[src/rtl/bxturn_rebuild.sv]
module bxturn_rebuild #(
  parameter int BX_LAST = 159,
  parameter int TURN_W  = 16
) (
  input  logic                          clk,
  input  logic                          rst_n,
  input  logic                          local_mode,
  input  logic                          link_turn,
  input  logic                          link_accept,
  input  logic                          link_init,
  output logic [$clog2(BX_LAST+1)-1:0]  bx_o,
  output logic [TURN_W-1:0]             turn_o,
  output logic                          acc_stb_o,
  output logic [$clog2(BX_LAST+1)-1:0]  acc_bx_o,
  output logic [TURN_W-1:0]             acc_turn_o,
  output logic                          init_req_o,
  output logic                          sync_err_o
);
  localparam int BX_W = $clog2(BX_LAST+1);
  localparam logic [BX_W-1:0] BX_END = BX_W'(BX_LAST);

  logic [BX_W-1:0]   bx_q;
  logic [TURN_W-1:0] turn_q;
  logic              locked_q, init_d_q;

  wire at_last   = (bx_q == BX_END);
  wire mark      = local_mode ? at_last : link_turn;
  wire init_rise = !local_mode && link_init && !init_d_q;
  wire acc_fire  = !local_mode && link_accept;
  wire slip      = locked_q && (mark != at_last);

  assign bx_o   = bx_q;
  assign turn_o = turn_q;

  always_ff @(posedge clk) begin
    if (!rst_n) begin
      bx_q       <= '0;
      turn_q     <= '0;
      locked_q   <= 1'b0;
      init_d_q   <= 1'b0;
      init_req_o <= 1'b0;
      sync_err_o <= 1'b0;
      acc_stb_o  <= 1'b0;
      acc_bx_o   <= '0;
      acc_turn_o <= '0;
    end else begin
      bx_q       <= (mark || at_last) ? '0 : bx_q + 1'b1;
      if (mark) turn_q <= turn_q + 1'b1;
      init_d_q   <= link_init;
      init_req_o <= init_rise;
      if (init_rise) begin
        sync_err_o <= 1'b0;
        locked_q   <= mark;
      end else begin
        if (slip) sync_err_o <= 1'b1;
        if (mark) locked_q   <= 1'b1;
      end
      acc_stb_o <= acc_fire;
      if (acc_fire) begin
        acc_bx_o   <= bx_q;
        acc_turn_o <= turn_q;
      end
    end
  end

  AST_BX_RANGE: assert property (@(posedge clk) disable iff (!rst_n) bx_o <= BX_END);
  AST_BX_WRAP: assert property (@(posedge clk) disable iff (!rst_n) (bx_o == BX_END) |=> (bx_o == '0));
  AST_MARK_ZERO: assert property (@(posedge clk) disable iff (!rst_n) (!local_mode && link_turn) |=> (bx_o == '0));
  AST_TURN_STEP: assert property (@(posedge clk) disable iff (!rst_n) (!local_mode && link_turn) |=> (turn_o == $past(turn_o) + TURN_W'(1)));
  AST_ACC_TAG: assert property (@(posedge clk) disable iff (!rst_n) (!local_mode && link_accept) |=> (acc_stb_o && acc_bx_o == $past(bx_o) && acc_turn_o == $past(turn_o)));
  AST_ACC_ONLY: assert property (@(posedge clk) disable iff (!rst_n) !(!local_mode && link_accept) |=> !acc_stb_o);
  AST_INIT_ONCE: assert property (@(posedge clk) disable iff (!rst_n) init_req_o |=> !init_req_o);
  AST_ERR_HOLD: assert property (@(posedge clk) disable iff (!rst_n) sync_err_o |=> (sync_err_o || init_req_o));
  AST_LOCAL_QUIET: assert property (@(posedge clk) disable iff (!rst_n) local_mode |=> (!acc_stb_o && !init_req_o));
  AST_LOCAL_NOSLIP: assert property (@(posedge clk) disable iff (!rst_n) (local_mode && !sync_err_o) |=> !sync_err_o);
endmodule

[config.mk]
export PLATFORM = sky130hd
export DESIGN_NAME = bxturn_rebuild
export DESIGN_NICKNAME = d
export VERILOG_FILES = /design/src/rtl/bxturn_rebuild.sv
export SDC_FILE = /design/constraint.sdc
export NUM_CORES = 1
export LEC_CHECK = 0
export BUFFER_PORTS_ARGS = -buffer_cell sky130_fd_sc_hd__buf_2
export CAP_MARGIN = 20
export CORE_UTILIZATION = 50
export CTS_CLUSTER_DIAMETER = 200
export DETAILED_ROUTE_END_ITERATION = 10
export MAX_ROUTING_LAYER = met4
export PLACE_DENSITY = 0.84
export SETUP_SLACK_MARGIN = 0.2
export SLEW_MARGIN = 20
export SYNTH_ARGS = -nofsm -noshare
export SYNTH_HDL_FRONTEND = slang
export SYNTH_SLANG_ARGS = --single-unit
[constraint.sdc]
create_clock -name clk -period 2.5 [get_ports clk]
set_input_delay 0.25 -clock clk [delete_from_list [all_inputs] [get_ports clk]]
set_output_delay 0.25 -clock clk [all_outputs]
set_load 0.005 [all_outputs]
==> impl_metrics.tcl <==
set metrics [dict create \
    outcome "complete, no violations" \
    layout_commonest_cell "buf_2" \
    drcViolationCount 0 \
    post-synth-top-area-fraction_pct 50.8 \
    chipHeight_um 66.6 \
    max_slew_margin_pct 68.1 \
    nets 310 \
    num_vias 1867 \
    cp_max_fo 17 \
    grt_usage_pct 22.5 \
    peakVddDrop_mv 0.397 \
    grt_max_degree 28 \
    skew_ns 0.00312 \
    boundaryPins 57 \
    core_um2 4000 \
    period_minus_slack_ns 2.01 \
    grt_util_met3_pct 4.45 \
    dp_hpwl_um 3260 \
    rows 23 \
    grtUsageMet1_pct 28.2 \
    avgSynthCellArea_um2 8.39 \
    yosysWarnings 0 \
    ff2ff_path_depth 6 \
    setup_viol 0 \
    rsz0062_at_grt "no" \
    drtAntennaViolNets 0 \
    grt_pass1_vias 1637 \
    areaGrowthSynthToFinish_pct 19.9 \
    dieArea_um2 4440 \
    post_drt_wl_per_cell_um 12.9 \
    arrival_ns 2.24 \
    hold_violations 0 \
    cts_tree "built" \
    drt_iter0_markers 92 \
    ys_seq_elements 53 \
    required_ns 2.73 \
    use_met2_pct 35.0 \
    crit_path_end "turn_o[7]" \
    postCtsSetupBuffers 0 \
    place_congestion 0.848 \
    fin_tns_setup_ns 0 \
    io_buffers 56 \
    antenna_found_initial 0 \
    cp-startpoint "bx_o[0]" \
    wl_um 4530 \
    worst_slew_pin_slew_ns 0.475 \
    clk_path_buf_depth 2 \
    reg2reg_slack_ns 0.49 \
    path_class "register to register" \
    r2r-start "bx_o[0]" \
    netlist_top_cells_area "dfxtp_1 (51%), nand2_1 (9.9%), a21oi_1 (9.6%), or3_1 (3.6%), o21ai_0 (2.9%)" \
    regToRegEndpoint "turn_o[7]" \
    start_util_pct 52.2 \
    final_cell_mix "buf_2 (56), nand2_1 (55), dfxtp_1 (53), a21oi_1 (40)" \
    p_leak_nw 1.02 \
    path_clk_slew_ns 0.09 \
    fmax_mhz 497 \
    ctsResizeCount 0 \
    root_buffer "clkbuf_8" \
    via_per_inst 5.30 \
    pre_cts_slack_ns 0.515 \
    hold_depth 2 \
    ys_seq_area_share_pct 50.8 \
    hold_path_class "primary input to register" \
    yosys.area.top_type "dfxtp_1" \
    slew_violations 0 \
    crit_chain "ha_1, and4_4, a41oi_4, buf_4, or3_1, a21oi_1" \
    syn_area_um2 2090 \
    busiest_layer "met2" \
    synth_cell_types 28 \
    dieWidth_um 66.6 \
    cts_made_buffers 5 \
    power.density_nw_per_um2 579 \
    critPathSlowestCell "dfxtp_1" \
    syn_nets 258 \
    grt_remaining_overflow 0 \
    syn_inst 249 \
    htreeDepth 2 \
    crit_path_max_incr_delay_ns 0.41 \
    setup_slack_ns 0.490 \
    hold_buffers 0 \
    drive_gt1_share_pct 23.5 \
    cp-end-kind "register" \
    start_kind "register" \
    clkLatencyLatePin_ns 0.30 \
    drv_cap 0 \
    drt-pass1-iter-count 5 \
    cts_sinks 53 \
    post-route-period-util_pct 80.4 \
    n_antenna_cell 0 \
    grt_pass1_wl_um 7380 \
]
## power breakdown
part / internal (W) / switching (W) / total, W / leakage [nW]
Sequential: 0.000854 / 0.00000830 / 0.000862 / 0.428
Clock: 0.000251 / 0.000264 / 0.000515 / 0.0542
Combinational: 0.0000254 / 0.0000482 / 0.0000735 / 0.538
## cells in the mapped netlist
cell type  instances
clkinv_1           1
nand2_1           55
and4_1             4
dfxtp_1           53
ha_1               3
or4_1              2
xnor2_1            2
xor2_1             5
nand4_1            6
clkbuf_1          12
a21oi_1           40
nor2_1            10
nor3b_1            1
o21ai_0           12
and3_1             1
nor3_1             1
inv_1              1
nand3_1            9
and4_4             1
nor2b_1            3
or3_1             12
o31ai_1            2
nand2b_1           2
mux2i_1            1
a41oi_4            1
buf_2              2
clkbuf_2           2
and2_1             5
## area by class of cell
| class | instances | area, um^2 |
|---|---|---|
| multi-input cells | 178 | 956 |
| well taps | 50 | 62.6 |
| clock buffers | 7 | 96.3 |
| flip-flops and latches | 53 | 1060 |
| clock inverters | 1 | 5.00 |
| fillers | 366 | 1490 |
| repair buffers | 61 | 318 |
| inverters | 2 | 7.51 |
## per-layer routing
| layer | wire length [um] | vias to the layer above |
|---|---|---|
| met5 | 0 | - |
| met2 | 2110 | 41 |
| li1 | - | 959 |
| met1 | 2190 | 864 |
| met3 | 201 | 3 |
| met4 | 29 | 0 |
## worst min path at each step
stage	startpoint	endpoint	slack, ns
finish	link_init	init_d_q	0.17
global route	link_init	init_d_q	0.18
CTS	link_init	init_d_q	0.17
detailed placement	acc_bx_o[4]	acc_bx_o[4]	0.44
global placement	acc_turn_o[13]	acc_turn_o[13]	0.44
floorplan	link_init	init_d_q	0.37
## registers in the layout (all words and copies together) (netlist names)
| register | count |
|---|---|
| acc_bx_o | 8 |
| acc_stb_o | 1 |
| acc_turn_o | 16 |
| bx_o | 8 |
| init_d_q | 1 |
| init_req_o | 1 |
| locked_q | 1 |
| sync_err_o | 1 |
| turn_o | 16 |
## cell families after synthesis
group           Yosys count  synth area share [%]
xor+xnor                  7                  2.93
simple gates            112                  26.0
fa+ha+maj                 3                  1.80
buf+inv                  18                  3.47
flops                    53                  50.8
mux                       1                 0.479
compound gates           55                  14.5
## worst max-delay path, delay by kind of cell, from the launching register on
family	cells	cell delay [ns]
AO/OA/AOI/OAI	2	0.40
buffers and inverters	1	0.27
flip-flops	1	0.41
adder cells (fa/ha/maj)	1	0.24
AND/OR/NAND/NOR	2	0.62
## per-stage QoR
step                hold slack, ns  cell area [um^2]  cells  power (W)  util, %
finish                       0.172              2510    352    0.00145     62.7
global route                 0.176              2510    352    0.00150     62.7
CTS                          0.166              2510    352    0.00145     62.7
detailed placement           0.445              2400    344   0.000956     60.1
global placement             0.440              2400    344   0.000954     60.1
floorplan                    0.372              2090    249   0.000927        -
No activity file was read; power rests on OpenSTA's default activity.
